===== src/rtl/nand_bringup_pkg.sv =====
`timescale 1ns/1ps
package nand_bringup_pkg;
   // command codes understood by the flash
   localparam logic [7:0] OP_RESET = 8'hFF;
   localparam logic [7:0] OP_GETF  = 8'h0F;
   localparam logic [7:0] OP_SETF  = 8'h1F;
   localparam logic [7:0] OP_RDID  = 8'h9F;
   localparam logic [7:0] OP_WREN  = 8'h06;
   localparam logic [7:0] OP_WRDI  = 8'h04;
   // feature addresses and values
   localparam logic [7:0] FA_STAT  = 8'hC0;
   localparam logic [7:0] FA_CFG   = 8'hB0;
   localparam logic [7:0] FA_LOCK  = 8'hA0;
   localparam logic [7:0] CFG_ECC  = 8'h10;
   localparam logic [7:0] LOCK_NONE = 8'h00;

   // frames of the sequence, in issue order
   typedef enum logic [3:0] {
      ST_RESET, ST_POLL, ST_ID,
      ST_WREN_A, ST_ECC, ST_WRDI_A,
      ST_WREN_B, ST_UNLK, ST_WRDI_B
   } step_e;

   localparam step_e ST_LAST = ST_WRDI_B;

   typedef enum logic [2:0] {S_IDLE, S_CSLO, S_BYTE, S_GAP, S_PWAIT} seq_e;
endpackage


===== src/rtl/nand_spi_shifter.sv =====
`timescale 1ns/1ps
module nand_spi_shifter #(
   parameter int CLK_DIV = 4
) (
   input  logic       clk,
   input  logic       rst_n,
   input  logic       go,
   input  logic [7:0] tx_byte,
   input  logic       miso,
   output logic       sck,
   output logic       mosi,
   output logic       busy,
   output logic       byte_done,
   output logic [7:0] rx_byte
);
   localparam int HALF = CLK_DIV / 2;
   localparam int CW   = (HALF > 1) ? $clog2(HALF) : 1;

   if (CLK_DIV < 2 || (CLK_DIV % 2) != 0) begin : g_bad_div
      $error("CLK_DIV must be even and at least 2");
   end

   logic       busy_r;
   logic       sck_r;
   logic       mosi_r;
   logic       done_r;
   logic [2:0] bits;
   logic [7:0] sh;
   logic [7:0] rx;
   logic       tick;

   if (HALF == 1) begin : g_nodiv
      assign tick = busy_r;
   end else begin : g_div
      logic [CW-1:0] cnt;
      always_ff @(posedge clk or negedge rst_n) begin
         if (!rst_n)                     cnt <= '0;
         else if (!busy_r)               cnt <= '0;
         else if (cnt == CW'(HALF - 1))  cnt <= '0;
         else                            cnt <= cnt + 1'b1;
      end
      assign tick = busy_r && (cnt == CW'(HALF - 1));
   end

   always_ff @(posedge clk or negedge rst_n) begin
      if (!rst_n) begin
         busy_r <= 1'b0;
         sck_r  <= 1'b0;
         mosi_r <= 1'b0;
         done_r <= 1'b0;
         bits   <= '0;
         sh     <= '0;
         rx     <= '0;
      end else begin
         done_r <= 1'b0;
         if (go && !busy_r) begin
            busy_r <= 1'b1;
            sh     <= tx_byte;
            mosi_r <= tx_byte[7];
            bits   <= '0;
            sck_r  <= 1'b0;
         end else if (tick) begin
            if (!sck_r) begin
               sck_r <= 1'b1;
               rx    <= {rx[6:0], miso};
            end else begin
               sck_r <= 1'b0;
               if (bits == 3'd7) begin
                  busy_r <= 1'b0;
                  done_r <= 1'b1;
               end else begin
                  bits   <= bits + 3'd1;
                  sh     <= {sh[6:0], 1'b0};
                  mosi_r <= sh[6];
               end
            end
         end
      end
   end

   assign sck       = sck_r;
   assign mosi      = mosi_r;
   assign busy      = busy_r;
   assign byte_done = done_r;
   assign rx_byte   = rx;


   sck_idle_chk: assert property (@(posedge clk) disable iff (!rst_n)
      !busy_r |-> !sck_r);

   mosi_hold_chk: assert property (@(posedge clk) disable iff (!rst_n)
      (busy_r && !sck_r && tick) |=> $stable(mosi_r));
endmodule


===== src/rtl/nand_frame_rom.sv =====
`timescale 1ns/1ps
module nand_frame_rom
   import nand_bringup_pkg::*;
(
   input  step_e      step,
   input  logic [1:0] bidx,
   output logic [7:0] tx_byte,
   output logic [2:0] flen
);
   always_comb begin
      tx_byte = 8'h00;
      flen    = 3'd1;
      unique case (step)
         ST_RESET: tx_byte = OP_RESET;
         ST_POLL: begin
            flen = 3'd3;
            if (bidx == 2'd0)      tx_byte = OP_GETF;
            else if (bidx == 2'd1) tx_byte = FA_STAT;
         end
         ST_ID: begin
            flen = 3'd4;
            if (bidx == 2'd0) tx_byte = OP_RDID;
         end
         ST_WREN_A, ST_WREN_B: tx_byte = OP_WREN;
         ST_WRDI_A, ST_WRDI_B: tx_byte = OP_WRDI;
         ST_ECC: begin
            flen = 3'd3;
            case (bidx)
               2'd0:    tx_byte = OP_SETF;
               2'd1:    tx_byte = FA_CFG;
               default: tx_byte = CFG_ECC;
            endcase
         end
         ST_UNLK: begin
            flen = 3'd3;
            case (bidx)
               2'd0:    tx_byte = OP_SETF;
               2'd1:    tx_byte = FA_LOCK;
               default: tx_byte = LOCK_NONE;
            endcase
         end
         default: ;
      endcase
   end
endmodule


===== src/rtl/nand_id_decode.sv =====
`timescale 1ns/1ps
module nand_id_decode #(
   parameter logic [7:0] MFR_CODE = 8'hC2,
   parameter logic [7:0] CAP_NORM = 8'h12,
   parameter logic [7:0] CAP_HIGH = 8'h22,
   parameter int         NBLK_NORM = 1024,
   parameter int         NBLK_HIGH = 2048,
   parameter int         BLK_W     = 12
) (
   input  logic [7:0]       mfr,
   input  logic [7:0]       cap,
   output logic             hit,
   output logic             hc,
   output logic [BLK_W-1:0] nblk
);
   if (NBLK_HIGH >= (1 << BLK_W) || NBLK_NORM >= (1 << BLK_W)) begin : g_bad_w
      $error("BLK_W too narrow for block counts");
   end

   always_comb begin
      hit  = 1'b0;
      hc   = 1'b0;
      nblk = '0;
      if (mfr == MFR_CODE) begin
         if (cap == CAP_NORM) begin
            hit  = 1'b1;
            nblk = BLK_W'(NBLK_NORM);
         end else if (cap == CAP_HIGH) begin
            hit  = 1'b1;
            hc   = 1'b1;
            nblk = BLK_W'(NBLK_HIGH);
         end
      end
   end
endmodule


===== src/rtl/nand_bringup_ctrl.sv =====
`timescale 1ns/1ps
module nand_bringup_ctrl
   import nand_bringup_pkg::*;
#(
   parameter int CLK_DIV    = 4,
   parameter int POLL_GAP   = 64,
   parameter int POLL_LIMIT = 1000,
   parameter int NBLK_NORM  = 1024,
   parameter int NBLK_HIGH  = 2048,
   parameter int BLK_W      = 12
) (
   input  logic             clk,
   input  logic             rst_n,
   input  logic             start,
   input  logic             miso,
   output logic             sck,
   output logic             cs_n,
   output logic             mosi,
   output logic             done,
   output logic             err_nodev,
   output logic             err_timeout,
   output logic [BLK_W-1:0] blocks,
   output logic             high_cap
);
   localparam int CS_GAP = 2 * CLK_DIV;
   localparam int GMAX   = (CS_GAP > POLL_GAP) ? CS_GAP : POLL_GAP;
   localparam int GCW    = $clog2(GMAX + 1);
   localparam int PCW    = $clog2(POLL_LIMIT + 1);

   if (POLL_LIMIT < 1 || POLL_GAP < 1) begin : g_bad_poll
      $error("POLL_LIMIT and POLL_GAP must be at least 1");
   end

   seq_e             state;
   step_e            step;
   logic [1:0]       bidx;
   logic             cs_n_r;
   logic [GCW-1:0]   gap_cnt;
   logic [PCW-1:0]   poll_cnt;
   logic [7:0]       rx2, rx3;
   logic             done_r, nodev_r, to_r, hc_r;
   logic [BLK_W-1:0] blocks_r;

   logic             go, sh_busy, byte_done;
   logic [7:0]       tx_byte, rx_byte;
   logic [2:0]       flen;
   logic             id_hit, id_hc;
   logic [BLK_W-1:0] id_blocks;

   assign go = (state == S_CSLO);

   nand_frame_rom u_rom (
      .step    (step),
      .bidx    (bidx),
      .tx_byte (tx_byte),
      .flen    (flen)
   );

   nand_spi_shifter #(.CLK_DIV(CLK_DIV)) u_shift (
      .clk       (clk),
      .rst_n     (rst_n),
      .go        (go),
      .tx_byte   (tx_byte),
      .miso      (miso),
      .sck       (sck),
      .mosi      (mosi),
      .busy      (sh_busy),
      .byte_done (byte_done),
      .rx_byte   (rx_byte)
   );

   nand_id_decode #(
      .NBLK_NORM (NBLK_NORM),
      .NBLK_HIGH (NBLK_HIGH),
      .BLK_W     (BLK_W)
   ) u_id (
      .mfr  (rx2),
      .cap  (rx3),
      .hit  (id_hit),
      .hc   (id_hc),
      .nblk (id_blocks)
   );

   always_ff @(posedge clk or negedge rst_n) begin
      if (!rst_n) begin
         state    <= S_IDLE;
         step     <= ST_RESET;
         bidx     <= '0;
         cs_n_r   <= 1'b1;
         gap_cnt  <= '0;
         poll_cnt <= '0;
         rx2      <= '0;
         rx3      <= '0;
         done_r   <= 1'b0;
         nodev_r  <= 1'b0;
         to_r     <= 1'b0;
         hc_r     <= 1'b0;
         blocks_r <= '0;
      end else begin
         done_r <= 1'b0;
         unique case (state)
            S_IDLE: if (start) begin
               nodev_r  <= 1'b0;
               to_r     <= 1'b0;
               hc_r     <= 1'b0;
               blocks_r <= '0;
               step     <= ST_RESET;
               poll_cnt <= '0;
               bidx     <= '0;
               cs_n_r   <= 1'b0;
               state    <= S_CSLO;
            end
            S_CSLO: state <= S_BYTE;
            S_BYTE: if (byte_done) begin
               if (bidx == 2'd2) rx2 <= rx_byte;
               if (bidx == 2'd3) rx3 <= rx_byte;
               if ({1'b0, bidx} == flen - 3'd1) begin
                  cs_n_r  <= 1'b1;
                  gap_cnt <= '0;
                  state   <= S_GAP;
               end else begin
                  bidx  <= bidx + 2'd1;
                  state <= S_CSLO;
               end
            end
            S_GAP: if (gap_cnt == GCW'(CS_GAP - 1)) begin
               gap_cnt <= '0;
               bidx    <= '0;
               if (step == ST_POLL && rx2[0]) begin
                  if (poll_cnt == PCW'(POLL_LIMIT - 1)) begin
                     to_r   <= 1'b1;
                     done_r <= 1'b1;
                     state  <= S_IDLE;
                  end else begin
                     poll_cnt <= poll_cnt + 1'b1;
                     state    <= S_PWAIT;
                  end
               end else if (step == ST_ID && !id_hit) begin
                  nodev_r <= 1'b1;
                  done_r  <= 1'b1;
                  state   <= S_IDLE;
               end else if (step == ST_LAST) begin
                  done_r <= 1'b1;
                  state  <= S_IDLE;
               end else begin
                  if (step == ST_ID) begin
                     blocks_r <= id_blocks;
                     hc_r     <= id_hc;
                  end
                  step   <= step_e'(step + 4'd1);
                  cs_n_r <= 1'b0;
                  state  <= S_CSLO;
               end
            end else begin
               gap_cnt <= gap_cnt + 1'b1;
            end
            S_PWAIT: if (gap_cnt == GCW'(POLL_GAP - 1)) begin
               gap_cnt <= '0;
               cs_n_r  <= 1'b0;
               state   <= S_CSLO;
            end else begin
               gap_cnt <= gap_cnt + 1'b1;
            end
            default: state <= S_IDLE;
         endcase
      end
   end

   assign cs_n        = cs_n_r;
   assign done        = done_r;
   assign err_nodev   = nodev_r;
   assign err_timeout = to_r;
   assign blocks      = blocks_r;
   assign high_cap    = hc_r;

   // checker state: chip-select high run length
   logic           cs_q, seen_frame;
   logic [GCW:0]   hi_cnt;
   always_ff @(posedge clk or negedge rst_n) begin
      if (!rst_n) begin
         cs_q       <= 1'b1;
         seen_frame <= 1'b0;
         hi_cnt     <= '0;
      end else begin
         cs_q <= cs_n_r;
         if (cs_n_r && !cs_q) seen_frame <= 1'b1;
         if (!cs_n_r)                 hi_cnt <= '0;
         else if (hi_cnt != '1)       hi_cnt <= hi_cnt + 1'b1;
      end
   end


   cs_gap_chk: assert property (@(posedge clk) disable iff (!rst_n)
      (!cs_n_r && cs_q && seen_frame) |-> (hi_cnt >= (GCW+1)'(CS_GAP)));

   cs_frame_chk: assert property (@(posedge clk) disable iff (!rst_n)
      sh_busy |-> !cs_n_r);

   done_pulse_chk: assert property (@(posedge clk) disable iff (!rst_n)
      done_r |=> !done_r);

   err_excl_chk: assert property (@(posedge clk) disable iff (!rst_n)
      !(nodev_r && to_r));

   geom_chk: assert property (@(posedge clk) disable iff (!rst_n)
      (done_r && !nodev_r && !to_r) |->
         ((blocks_r == BLK_W'(NBLK_NORM) && !hc_r) ||
          (blocks_r == BLK_W'(NBLK_HIGH) && hc_r)));

   nodev_geom_chk: assert property (@(posedge clk) disable iff (!rst_n)
      nodev_r |-> (blocks_r == '0 && !hc_r));
endmodule


===== config.mk =====
export PLATFORM = sky130hd
export DESIGN_NAME = nand_bringup_ctrl
export DESIGN_NICKNAME = d
export VERILOG_FILES = /design/src/rtl/nand_bringup_pkg.sv /design/src/rtl/nand_spi_shifter.sv /design/src/rtl/nand_frame_rom.sv /design/src/rtl/nand_id_decode.sv /design/src/rtl/nand_bringup_ctrl.sv
export SDC_FILE = /design/constraint.sdc
export NUM_CORES = 1
export LEC_CHECK = 0
export BUFFER_PORTS_ARGS = -buffer_cell sky130_fd_sc_hd__buf_4
export CAP_MARGIN = 5
export CORE_MARGIN = 1.5
export CORE_UTILIZATION = 35
export CTS_CLUSTER_DIAMETER = 40
export DETAILED_ROUTE_END_ITERATION = 8
export GPL_TIMING_DRIVEN = 0
export REMOVE_ABC_BUFFERS = 1
export SYNTH_ARGS = -nofsm -noshare
export SYNTH_HDL_FRONTEND = slang
export SYNTH_SLANG_ARGS = --single-unit

===== constraint.sdc =====
create_clock -name clk -period 4.6 [get_ports clk]
set_input_delay 0 -clock clk [delete_from_list [all_inputs] [get_ports clk]]
set_output_delay 0 -clock clk [all_outputs]
set_load 0.03 [all_outputs]

==> results.md <==
* Status: finished, final reports clean
* Cell area power density at approximately 500 nW/um^2
* Post-route cell area at about 4300 um^2
* Mapped Avg Cell Area at 10.6 um^2
* Synthesized cell area at ~3900 um^2
* Synth Area in XOR/XNOR at 0.0112
* Clk sinks at roughly 70
* Setup TNS at 0 ns
* Row cnt at 38
* Synth Flop Type: dfrtp_1
* Synth Register Bits at 71
* Clock tree buffer depth at 2
* DRT antenna net count at 0
* Multi-input combinational cell area at approximately 2000 um^2
* Main combinational cell family by area after synthesis: simple AND/OR/NAND/NOR gates
* Area Overhead vs Synth at 9.20%
* Final Hold Vio Count at 0
* Clk slew on worst S/H paths at about 0.080 ns
* FF-to-FF path depth at 7
* Core Area at 10900 um^2
* Worst min-delay path class: primary input to flop
* Maxcap violations at 0
* Crit-path max FO at 8
* Vert. Die Dim at around 110 um
* First-pass GRT wire length at roughly 13000 um
* CP endpoint kind: flop
* Unrepaired setup endpoints after global routing: no
* Vias in the first global route at ~2800
* Initial antenna violation count at 0
* Vias per cell at ~5.3
* Final min period at 2.36 ns
* Post-synthesis mux area share at 0.0964
* Max-slew violations at 0
* CTS H-tree depth at 3
* Port buffer count at 12
* Post-synth EDFFs at 0
* Synth unique cells at between 70 and 80
* DRC viols at 0
* Compound-Gate Fraction of Synth Area at 0.167
* Total Routing Usage GR at 0.142
* Slew @ Worst Pin at 0.935 ns
* Max incr delay on CP at about 0.43 ns
* P_leak at 1.96 nW
* Async set or reset register ratio after synthesis at 1.00
* Crit path arrival time at about 2.7 ns
* Later-pin clock latency in the skew report at about 0.35 ns
* Routed WL at around 7600 um
* CP startpoint kind: flop
* Placer Congestion at approximately 0.84
* Drt pass-1 iters at 4
* Ant diodes at 0
* Routed via count at about 2800
* Iter 0 DRT Violations at about 230
* Critical Path Slowest Stage Cell: dfrtp_1
* CP Cell Sequence: inv_1 -> ha_1 -> or2_4 -> a311oi_2 -> o31ai_4 -> a211oi_4 -> mux2_4
* YS warnings at 0
* Storage cell area at approximately 1800 um^2
* Critical path type: flop to flop
* Worst Hold Path Cells at 4
* Skew final at 0.00672 ns
* Hold_ws at ~0.024 ns
* Max frequency at 0.423 GHz
* Simple-Gate Fraction of Synth Area at 0.178
* Most frequent cells in the layout: 70 x dfrtp_1, 26 x mux2_2, 23 x nand2_1
* Commonest non-fill, non-tap cell in the layout: dfrtp_1
* Cells after synthesis at 368
* Crit path required time at slightly below 5 ns
* DP Area at about 4000 um^2
* Largest net degree at the start of global routing at just over 70
* Congestion Overflow GR at 0
* Root Buffer: clkbuf_8
* Nets at between 300 and 400
* Fraction of layout cells with a size suffix above 1 at 0.181
* Routed wire per std cell at ~14 um
* Final setup viols at 0
* Slew margin rel. at 0.374
* Initial Util at 0.360
* Post-Layout Cell Count at between 500 and 600
* Die width at 109 um
* Util after Layout at 0.393
* Die area at roughly 12000 um^2
* Cts bufs inserted at 9
* Flop-to-flop setup slack at between 2 and 2.5 ns
* Io pins at 23
* CTS tree: built
* Placed insts at approximately 500
* Layout fillers at roughly 1100
* Adder-Cell Fraction of Synth Area at 0.0383
* DP HPWL at around 5300 um
* Maximum vdd drop at 262 uV
* Final Cycle Share at 0.514
* Sequential-to-total area share from yosys stat at 0.454
==> layout make-up <==
| type | count | area share |
|---|---|---|
| timing repair buffer | 14 | 0.0257 |
| clock buffer | 11 | 0.0330 |
| inverter | 16 | 0.0140 |
| sequential | 71 | 0.415 |
| multi-input combinational | 265 | 0.458 |
| clock inverter | 5 | 0.0132 |
| tap | 140 | 0.0409 |
==> through the flow <==
step	total power, mW	worst slack [ns]
6_report	2.13	2.24
5_1_grt	2.27	2.11
4_1_cts	2.15	2.24
3_5_place_dp	1.64	2.27
3_3_place_gp	1.61	2.29
2_1_floorplan	1.45	2.53
==> Yosys cell counts (4+ instances only) <==
cell | n | area share
buf_4 | 12 | 0.023
nand4_1 | 5 | 0.0080
a21oi_1 | 21 | 0.027
a32o_1 | 4 | 0.010
and2_1 | 4 | 0.0064
dfrtp_1 | 70 | 0.45
inv_1 | 16 | 0.015
nor4b_1 | 4 | 0.0089
nand2_1 | 23 | 0.022
nand3b_1 | 4 | 0.0077
and3_1 | 10 | 0.016
o21ai_0 | 22 | 0.028
or3_1 | 9 | 0.014
nor3_1 | 6 | 0.0077
mux2i_1 | 7 | 0.018
xnor2_1 | 4 | 0.0089
ha_1 | 12 | 0.038
nor2_1 | 15 | 0.014
a21o_1 | 4 | 0.0077
nand3_1 | 11 | 0.014
clkbuf_1 | 8 | 0.0077
a211o_1 | 5 | 0.011
mux2_2 | 26 | 0.075
==> power by group <==
part	switching (mW)	internal, mW
Sequential	0.162	0.764
Clock	0.239	0.265
Combinational	0.374	0.323
==> layer usage <==
layer  vias to the layer above  part of all wire  GRT usage
met4                         0             0.015     0.0555
met3                        12             0.044     0.0424
met1                      1353              0.47      0.175
met5                         -                 0          0
met2                        50              0.47      0.234
li1                       1350                 -          -
==> repair_timing <==
| action | in CTS | in global routing |
|---|---|---|
| setup buffers | 0 | 0 |
| gates resized for setup | 0 | 0 |
| endpoints found under the hold margin | 71 | 0 |
| hold buffers | 2 | 0 |
==> critical path, delay by kind of cell, from the launching register on <==
family,cells,cell delay (ns)
AO/OA/AOI/OAI,3,0.94
flip-flops,1,0.43
adder cells (fa/ha/maj),1,0.32
AND/OR/NAND/NOR,1,0.29
multiplexers,1,0.22
buffers and inverters,1,0.11
==> sequential cells by signal, summed over array words and instances, names as in the netlist, 3 cells and up <==
name	cells
u_shift.bits	3
rx3	8
u_shift.rx_byte	8
u_shift.sh	7
poll_cnt	10
rx2	8
state	3
gap_cnt	7
step	4
==> logic make-up (layout without fill, tap and decap cells) <==
kind of cell,count (synthesis),count (layout)
XOR/XNOR,5,5
multiplexers,34,34
buffers and inverters,41,46
other,1,10
adder cells (fa/ha/maj),12,12
flip-flops,71,71
AND/OR/NAND/NOR,116,116
AO/OA/AOI/OAI,88,88
==> path summary, 6_finish.rpt <==
| kind | startpoint | to |
|---|---|---|
| max in group asynchronous | rst_n | u_shift.rx_byte[0] |
| hold / removal | start | step[2] |
| min in group asynchronous | rst_n | gap_cnt[3] |
| hold reg to reg | u_shift.g_div.cnt | u_shift.g_div.cnt |
| setup reg to reg | step[0] | gap_cnt[0] |
| setup / recovery | step[0] | gap_cnt[0] |
(Power assumes the default switching activity.)
